**src/rtl/cpa_pkg.sv**
```systemverilog
// Shared definitions for the carry-propagate final adder.
// Assumes nothing beyond IEEE 1800-2017 packages.
package cpa_pkg;

    // Carry structure selection.
    typedef enum logic [1:0] {
        ARCH_RIPPLE = 2'd0,
        ARCH_PREFIX = 2'd1,
        ARCH_AUTO   = 2'd2
    } arch_e;

    // Default automatic-mode thresholds (width, arrival depth).
    localparam int DEF_WIDE_MIN = 16;
    localparam int DEF_DEEP_MIN = 5;

    // Decide at elaboration whether the prefix network is built.
    function automatic bit pick_prefix(arch_e arch, int width, int depth,
                                       int wide_min, int deep_min);
        case (arch)
            ARCH_RIPPLE: return 1'b0;
            ARCH_PREFIX: return 1'b1;
            default:     return (width >= wide_min) && (depth >= deep_min);
        endcase
    endfunction

endpackage

```
**src/rtl/cpa_pg.sv**
```systemverilog
// Per-bit generate/propagate terms.
// Propagate is produced for all WIDTH bits (the sum needs it).
// Generate is produced only for bits 0..WIDTH-2, since the top bit's
// carry out is dropped. Assumes WIDTH >= 2.
module cpa_pg #(
    parameter int WIDTH = 8,
    localparam int GW   = WIDTH - 1
) (
    input  logic [WIDTH-1:0] a,
    input  logic [WIDTH-1:0] b,
    output logic [WIDTH-1:0] p,
    output logic [GW-1:0]    g
);

    for (genvar i = 0; i < WIDTH; i++) begin : g_prop
        // Bit propagate: carry passes through when exactly one input is set.
        assign p[i] = a[i] ^ b[i];
    end

    for (genvar i = 0; i < GW; i++) begin : g_gen
        // Bit generate: carry created when both inputs are set.
        assign g[i] = a[i] & b[i];
    end

endmodule

```
**src/rtl/cpa_ripple.sv**
```systemverilog
// Linear carry chain over N bit positions.
// c[i] is the carry out of bit i, i.e. the carry into bit i+1.
// The carry into bit 0 is zero, so c[0] = g[0] and p[0] is not needed.
// Assumes N >= 2.
module cpa_ripple #(
    parameter int N = 7
) (
    input  logic [N-1:0] g,
    input  logic [N-1:1] p,
    output logic [N-1:0] c
);

    // Bit 0: no carry-in, so only its own generate.
    assign c[0] = g[0];

    for (genvar i = 1; i < N; i++) begin : g_chain
        // Carry out of bit i from its own terms and the carry below.
        assign c[i] = g[i] | (p[i] & c[i-1]);
    end

endmodule

```
**src/rtl/cpa_prefix.sv**
```systemverilog
// Kogge-Stone parallel-prefix carry network over N bit positions.
// The network has ceil(log2 N) levels. Level k combines each bit with
// the bit 2^(k-1) positions below it; bits under that span pass through
// unchanged. Group propagate is not formed at the final level, because
// no later level reads it.
// Output c[i] is the group generate of bits i..0, i.e. the carry out
// of bit i with zero carry-in. Assumes N >= 2.
module cpa_prefix #(
    parameter int N = 7,
    localparam int LVL = $clog2(N)
) (
    input  logic [N-1:0] g,
    input  logic [N-1:0] p,
    output logic [N-1:0] c
);

    // Build all prefix levels and return the final group generates.
    function automatic logic [N-1:0] scan(input logic [N-1:0] gi,
                                          input logic [N-1:0] pi);
        logic [N-1:0] gc, pc, gn, pn;
        gc = gi;
        pc = pi;
        for (int k = 1; k <= LVL; k++) begin
            int s;
            s  = 1 << (k - 1);
            gn = gc;
            pn = pc;
            for (int i = s; i < N; i++) begin
                gn[i] = gc[i] | (pc[i] & gc[i-s]);
                if (k < LVL) begin
                    pn[i] = pc[i] & pc[i-s];
                end
            end
            gc = gn;
            pc = pn;
        end
        return gc;
    endfunction

    // Evaluate the prefix network.
    always_comb begin
        c = scan(g, p);
    end

endmodule

```
**src/rtl/cpa_final_adder.sv**
```systemverilog
// Two-operand final adder: sum_o = (op_a + op_b) mod 2^WIDTH.
// Combinational, with no carry-in and no carry-out.
// ARCH picks a ripple chain, a Kogge-Stone prefix network, or an
// automatic choice. In automatic mode the prefix network is used when
// WIDTH >= WIDE_MIN and IN_DEPTH >= DEEP_MIN.
// IN_DEPTH is the number of compressor levels in front of this adder.
// Assumes WIDTH >= 1.
module cpa_final_adder
    import cpa_pkg::*;
#(
    parameter int    WIDTH    = 32,
    parameter arch_e ARCH     = ARCH_AUTO,
    parameter int    IN_DEPTH = 6,
    parameter int    WIDE_MIN = DEF_WIDE_MIN,
    parameter int    DEEP_MIN = DEF_DEEP_MIN
) (
    input  logic [WIDTH-1:0] op_a,
    input  logic [WIDTH-1:0] op_b,
    output logic [WIDTH-1:0] sum_o
);

    localparam bit USE_PREFIX = pick_prefix(ARCH, WIDTH, IN_DEPTH, WIDE_MIN, DEEP_MIN);
    localparam int NC         = (WIDTH > 1) ? WIDTH - 1 : 1;

    if (WIDTH < 1) begin : g_bad
        $error("cpa_final_adder: WIDTH must be at least 1");
    end else if (WIDTH == 1) begin : g_one
        // Single bit: the sum is the XOR; the carry is dropped.
        assign sum_o = op_a ^ op_b;
    end else begin : g_multi
        logic [WIDTH-1:0] p;
        logic [NC-1:0]    g;
        logic [NC-1:0]    c;

        cpa_pg #(.WIDTH(WIDTH)) u_pg (
            .a (op_a),
            .b (op_b),
            .p (p),
            .g (g)
        );

        if (NC == 1) begin : g_two
            // Two bits: the only carry needed is the generate of bit 0.
            assign c = g;
        end else if (USE_PREFIX) begin : g_pfx
            cpa_prefix #(.N(NC)) u_pfx (
                .g (g),
                .p (p[NC-1:0]),
                .c (c)
            );
        end else begin : g_rpl
            cpa_ripple #(.N(NC)) u_rpl (
                .g (g),
                .p (p[NC-1:1]),
                .c (c)
            );
        end

        // Sum layer: bit 0 is its own propagate; bit i XORs in carry i-1.
        assign sum_o = p ^ {c, 1'b0};
    end

endmodule

```
**config.mk**
```make
export PLATFORM = sky130hd
export DESIGN_NAME = cpa_final_adder
export DESIGN_NICKNAME = d
export VERILOG_FILES = /design/src/rtl/cpa_pkg.sv /design/src/rtl/cpa_pg.sv /design/src/rtl/cpa_ripple.sv /design/src/rtl/cpa_prefix.sv /design/src/rtl/cpa_final_adder.sv
export SDC_FILE = /design/constraint.sdc
export NUM_CORES = 1
export LEC_CHECK = 0
export BUFFER_PORTS_ARGS = -buffer_cell sky130_fd_sc_hd__buf_4
export CORE_ASPECT_RATIO = 1.2
export CORE_MARGIN = 2
export CORE_UTILIZATION = 40
export DETAILED_ROUTE_END_ITERATION = 6
export GPL_TIMING_DRIVEN = 0
export PLACE_DENSITY = 0.81
export SLEW_MARGIN = 20
export SYNTH_ARGS = -nofsm -noshare
export SYNTH_HDL_FRONTEND = slang
export SYNTH_HIERARCHICAL = 1
export SYNTH_SLANG_ARGS = --single-unit
export TNS_END_PERCENT = 1
```
**constraint.sdc**
```tcl
create_clock -name vclk -period 2.96
set_input_delay 0.592 -clock vclk [all_inputs]
set_output_delay 0.592 -clock vclk [all_outputs]
set_load 0.01 [all_outputs]
```
Word-level counts from Yosys, hierarchy flattened
Cells that the tools add are included.
W data, S select, Z words.
- output and inout port bits: 32
- flip-flop bits (word level): 0
- bitwise logic cells: 406
- operator list (kind ; number):
    $and A1 B1 Y1 ; 249
    $or A1 B1 Y1 ; 124
    $xor A1 B1 Y1 ; 32
    $xor A32 B32 Y32 ; 1

Longest topological paths before layout
- depth in word-level cells: 11
- depth in mapped cells: 11
- gate-level depth less buffers: 11

Modules after synthesis
Netlist, hierarchy kept.
- by module, submodules not included (module ; cells an instance ; times used ; sequential area each (sq um) ; area each (sq um)):
    cpa_prefix ; 120 ; 1 ; 0.0 ; 685.7
    cpa_pg ; 32 ; 1 ; 0.0 ; 396.6
    cpa_final_adder ; 31 ; 1 ; 0.0 ; 271.5

Least setup slack after synthesis
No wires, ideal clock.
- path type: in2out
- start: input op_a[3]
- end: output sum_o[21]
- stages: 11
- path buffers: 0
- path slack: -0.193 ns
- data arrival time: 2.561 ns
- required time: 2.368 ns
- cell sequence: ha_1 a21o_1 a21oi_2 nand2_2 a21oi_2 o21ai_2 a41o_4 a41oi_2 inv_2 a21o_1 xor2_1
- word-level cells in the longest chain between the ends: 8
- RTL lines (what ; line ; RTL):
    start: declaration ; cpa_final_adder.sv:17 ; input logic [WIDTH-1:0] op_a,
    $and A1 B1 Y1 or $xor A1 B1 Y1 (tied branches) ; cpa_pg.sv:22, cpa_pg.sv:17 ;
    $and A1 B1 Y1, on equally long branches ; cpa_prefix.sv:29, cpa_prefix.sv:31 ;
    $or A1 B1 Y1, or another cell as far along ; cpa_prefix.sv:29 ; gn[i] = gc[i] | (pc[i] & gc[i-s]);
    $or A1 B1 Y1 or $and A1 B1 Y1 (tied branches) ; cpa_prefix.sv:29 ;
    $or A1 B1 Y1 (*) ; cpa_prefix.sv:29 ;
    named net g_multi.c[4] ; cpa_final_adder.sv:33 ; logic [NC-1:0] c;
    $and A1 B1 Y1 (*) ; cpa_prefix.sv:29 ;
    $or A1 B1 Y1 (*) ; cpa_prefix.sv:29 ;
    named net g_multi.c[20] ; cpa_final_adder.sv:33 ;
    $xor A32 B32 Y32 (*) ; cpa_final_adder.sv:60 ; assign sum_o = p ^ {c, 1'b0};
    end: declaration ; cpa_final_adder.sv:19 ; output logic [WIDTH-1:0] sum_o
Mark *: on every way through the listed nets, which the timed path passes. The rest lies on a longest branch.

Final worst setup path
- start: input op_a[1]
- end: output sum_o[31]
- word-level cells in the longest chain between the ends: 11
- RTL lines (what ; line ; RTL):
    $xor A1 B1 Y1 ; cpa_pg.sv:17 ; assign p[i] = a[i] ^ b[i];
    named net g_multi.p[1] ; cpa_final_adder.sv:31 ; logic [WIDTH-1:0] p;
    $and A1 B1 Y1 ; cpa_prefix.sv:31 ; pn[i] = pc[i] & pc[i-s];
    $and A1 B1 Y1 ; cpa_prefix.sv:29 ;
    $or A1 B1 Y1 ; cpa_prefix.sv:29 ;
    $and A1 B1 Y1 ; cpa_prefix.sv:29 ;
    $or A1 B1 Y1 ; cpa_prefix.sv:29 ;
    $and A1 B1 Y1 ; cpa_prefix.sv:29 ;
    $or A1 B1 Y1 ; cpa_prefix.sv:29 ;
    $and A1 B1 Y1 ; cpa_prefix.sv:29 ;
    $or A1 B1 Y1 ; cpa_prefix.sv:29 ;
    named net g_multi.c[30] ; cpa_final_adder.sv:33 ;
    $xor A32 B32 Y32 ; cpa_final_adder.sv:60 ;
The timed path passes the listed nets, and every way through them passes these cells.

==> results.json <==
{
  "use_met2_pct": 40.1,
  "violations_in_the_final_reports": "negative setup slack",
  "synthMuxAreaShare_pct": 0,
  "overflow": 0,
  "synth.area.top_cells": "ha_1 (29%), xor2_1 (21%), a21oi_1 (7.4%)",
  "timing_worst_slew_pin_value_ps": 340,
  "timing_worst_setup_path_type": "primary input to primary output",
  "arithmetic_cell_share_of_the_synthesized_area_counting_full_adders_half_adders_and_majority_gates_pct": 28.7,
  "grt_use_met3_pct": 1.72,
  "grt-busiest-layer": "met2",
  "boundaryPins": 96,
  "power.ir.vdd_worst_mv": 0.170,
  "startpoint_type": "primary input",
  "placement.io_buffers": 96,
  "netlist_top_cells_count": "xor2_1 (32), ha_1 (31), a21oi_1 (20)",
  "yosys_warnings": 6,
  "worst_hold_path.endpoint": "sum_o[0]",
  "syn-instance-count": 183,
  "worst_ep_arrival_time_ps": 2710,
  "finished_core_util_pct": 72.1,
  "timing.final.crit_share_pct": 111,
  "totalNegativeSetupSlack_ps": -2870,
  "num_antenna_cells": 0,
  "grt_pass1_vias": 1550,
  "netlist_area_um2": 1350,
  "hold_violations": 0,
  "post_route_cells_drive_above_1_share_pct": 48.6,
  "synth_top_family_by_area": "compound AO/OA/AOI/OAI gates",
  "pre_antenna_drt_iters": 4,
  "clock.fmax_mhz": 303,
  "synth_seq_area_share_pct": 0,
  "syn_area_per_cell_um2": 7.40,
  "seqCellArea_um2": 0,
  "power_density_nw_per_um2": 264,
  "drv_slew": 0,
  "route.final.wire_length_mm": 3.86,
  "dr_total_vias": 1685,
  "simple_gate_fraction_of_synth_area_pct": 14.7,
  "setup_slack_ps": -338,
  "number_of_sequential_cells_in_the_layout": 0,
  "m1_gr_usage_pct": 20.4,
  "initial_utilization_pct": 41.3,
  "floorplan.die_area_um2": 3870,
  "synth.lib_cells_used.distinct": 32,
  "synthToLayoutAreaGrowth_pct": 74.8,
  "layout.nets": 387,
  "cap_violations": 0,
  "rows": 23,
  "result_of_the_run": "finished with violations",
  "syn_nets": 278,
  "hold_depth": 3,
  "hold_class": "primary input to primary output",
  "antenna_violations_before_repair": 0,
  "preCtsSetupSlack_ps": -556,
  "hold_path.startpoint": "op_b[0]",
  "period_needed_ps": 3300,
  "timing.critical_path.to_type": "primary output",
  "synthXorXnorAreaFrac_pct": 20.7,
  "stdcell_count": 327,
  "power.static_leakage_nw": 1.26,
  "grt_util_all_layers_pct": 18.8,
  "grt_pass1_wl_mm": 6.11,
  "cp_max_fo": 3,
  "fp.dieW_um": 57.1,
  "post-synth-top-count-cell": "xor2_1",
  "drt_iter0_markers": 33,
  "synth_top_cell_area_share_pct": 28.7,
  "die_h_um": 67.7,
  "grt_max_degree": 7,
  "hpwlAfterDp_mm": 3.29,
  "max-slew-margin-rel_pct": 77.2,
  "grt_setup_unrepaired": "yes",
  "worst_ep_required_time_ps": 2370,
  "synth_compound_area_share_pct": 32.3,
  "synth.largest_area_cell": "ha_1",
  "setup_viol": 17,
  "clk_buf": 0,
  "wl_per_cell_um": 11.8,
  "drt.antenna.violating_nets": 0,
  "place.gp.congestion": 0.792,
  "drt-vias-per-instance": 5.15,
  "fp.coreArea_um2": 3280,
  "placed_cells": 316,
  "detail_route.drc_violations": 0
}
layer usage:
layer	wire length (um)	up-vias	part of all wire, %
li1	-	881	-
met1	1440	756	37
met2	2200	46	57
met3	196	2	5.1
met4	27	0	0.70
met5	0	-	0
cell families (layout without fill, tap and decap cells):
logic type / Yosys count / after routing
AND/OR/NAND/NOR: 42 / 42
buffers and inverters: 12 / 119
AO/OA/AOI/OAI: 66 / 66
XOR/XNOR: 32 / 32
adder cells (fa/ha/maj): 31 / 31
placed cells by master, fill, tap and decap left out, types with 2 or more instances in the layout:
master	count
a21o_1	9
nand4_1	5
or2_2	2
buf_6	5
ha_4	3
a21oi_2	6
buf_4	103
ha_2	2
a21o_2	3
inv_1	10
o211ai_1	3
o21ai_2	4
o21ai_1	4
ha_1	26
xor2_1	31
nand3_1	4
a21oi_1	15
nor2_1	8
o21bai_1	5
nand2_1	14
o21a_1	2
nand2_2	2
o21ai_0	7
area by class of cell:
type | instances | area (um^2)
well taps | 37 | 46.3
fillers | 281 | 915
multi-input cells | 171 | 1450
inverters | 11 | 41.3
repair buffers | 107 | 822
plain buffers | 1 | 7.51
metrics by stage:
step | hold WS (ps) | cell area [um^2] | total power, mW
final | 1480 | 2370 | 0.624
after global routing | 1490 | 2370 | 0.681
after CTS | 1480 | 2340 | 0.621
after detailed placement | 1470 | 2160 | 0.569
after floorplan | 1320 | 1390 | 0.314
after global placement | 1470 | 2160 | 0.562
report_power, final:
group / total, mW / switching [mW] / internal [mW] / leakage, nW
clock: 0 / 0 / 0 / 0
sequential: 0 / 0 / 0 / 0
combinational: 0.624 / 0.291 / 0.333 / 1.26
total: 0.624 / 0.291 / 0.333 / 1.26
how the worst max path moves through the flow:
stage,startpoint,endpoint,cells past startpoint
floorplan,op_b[1],sum_o[31],10
global placement,op_b[1],sum_o[31],12
detailed placement,op_a[9],sum_o[21],12
CTS,op_a[1],sum_o[31],12
global route,op_a[1],sum_o[31],12
finish,op_a[1],sum_o[31],12
critical path: stages:
cell     delay [ps]
buf_6            90
ha_4            250
a21o_1          130
nand4_1         200
a21oi_4         200
o21ai_2         110
a31oi_4         170
o22ai_2         100
or3_4           400
a31oi_2         150
xor2_1          160
buf_4           140
what timing repair did:
action | in CTS | in global routing
setup endpoints to repair | 19 | 19
resized for setup | 28 | 4
buffers inserted | 11 | 0
hold buffers | 0 | 0
pin swaps | 25 | 6
(Power assumes the default switching activity.)
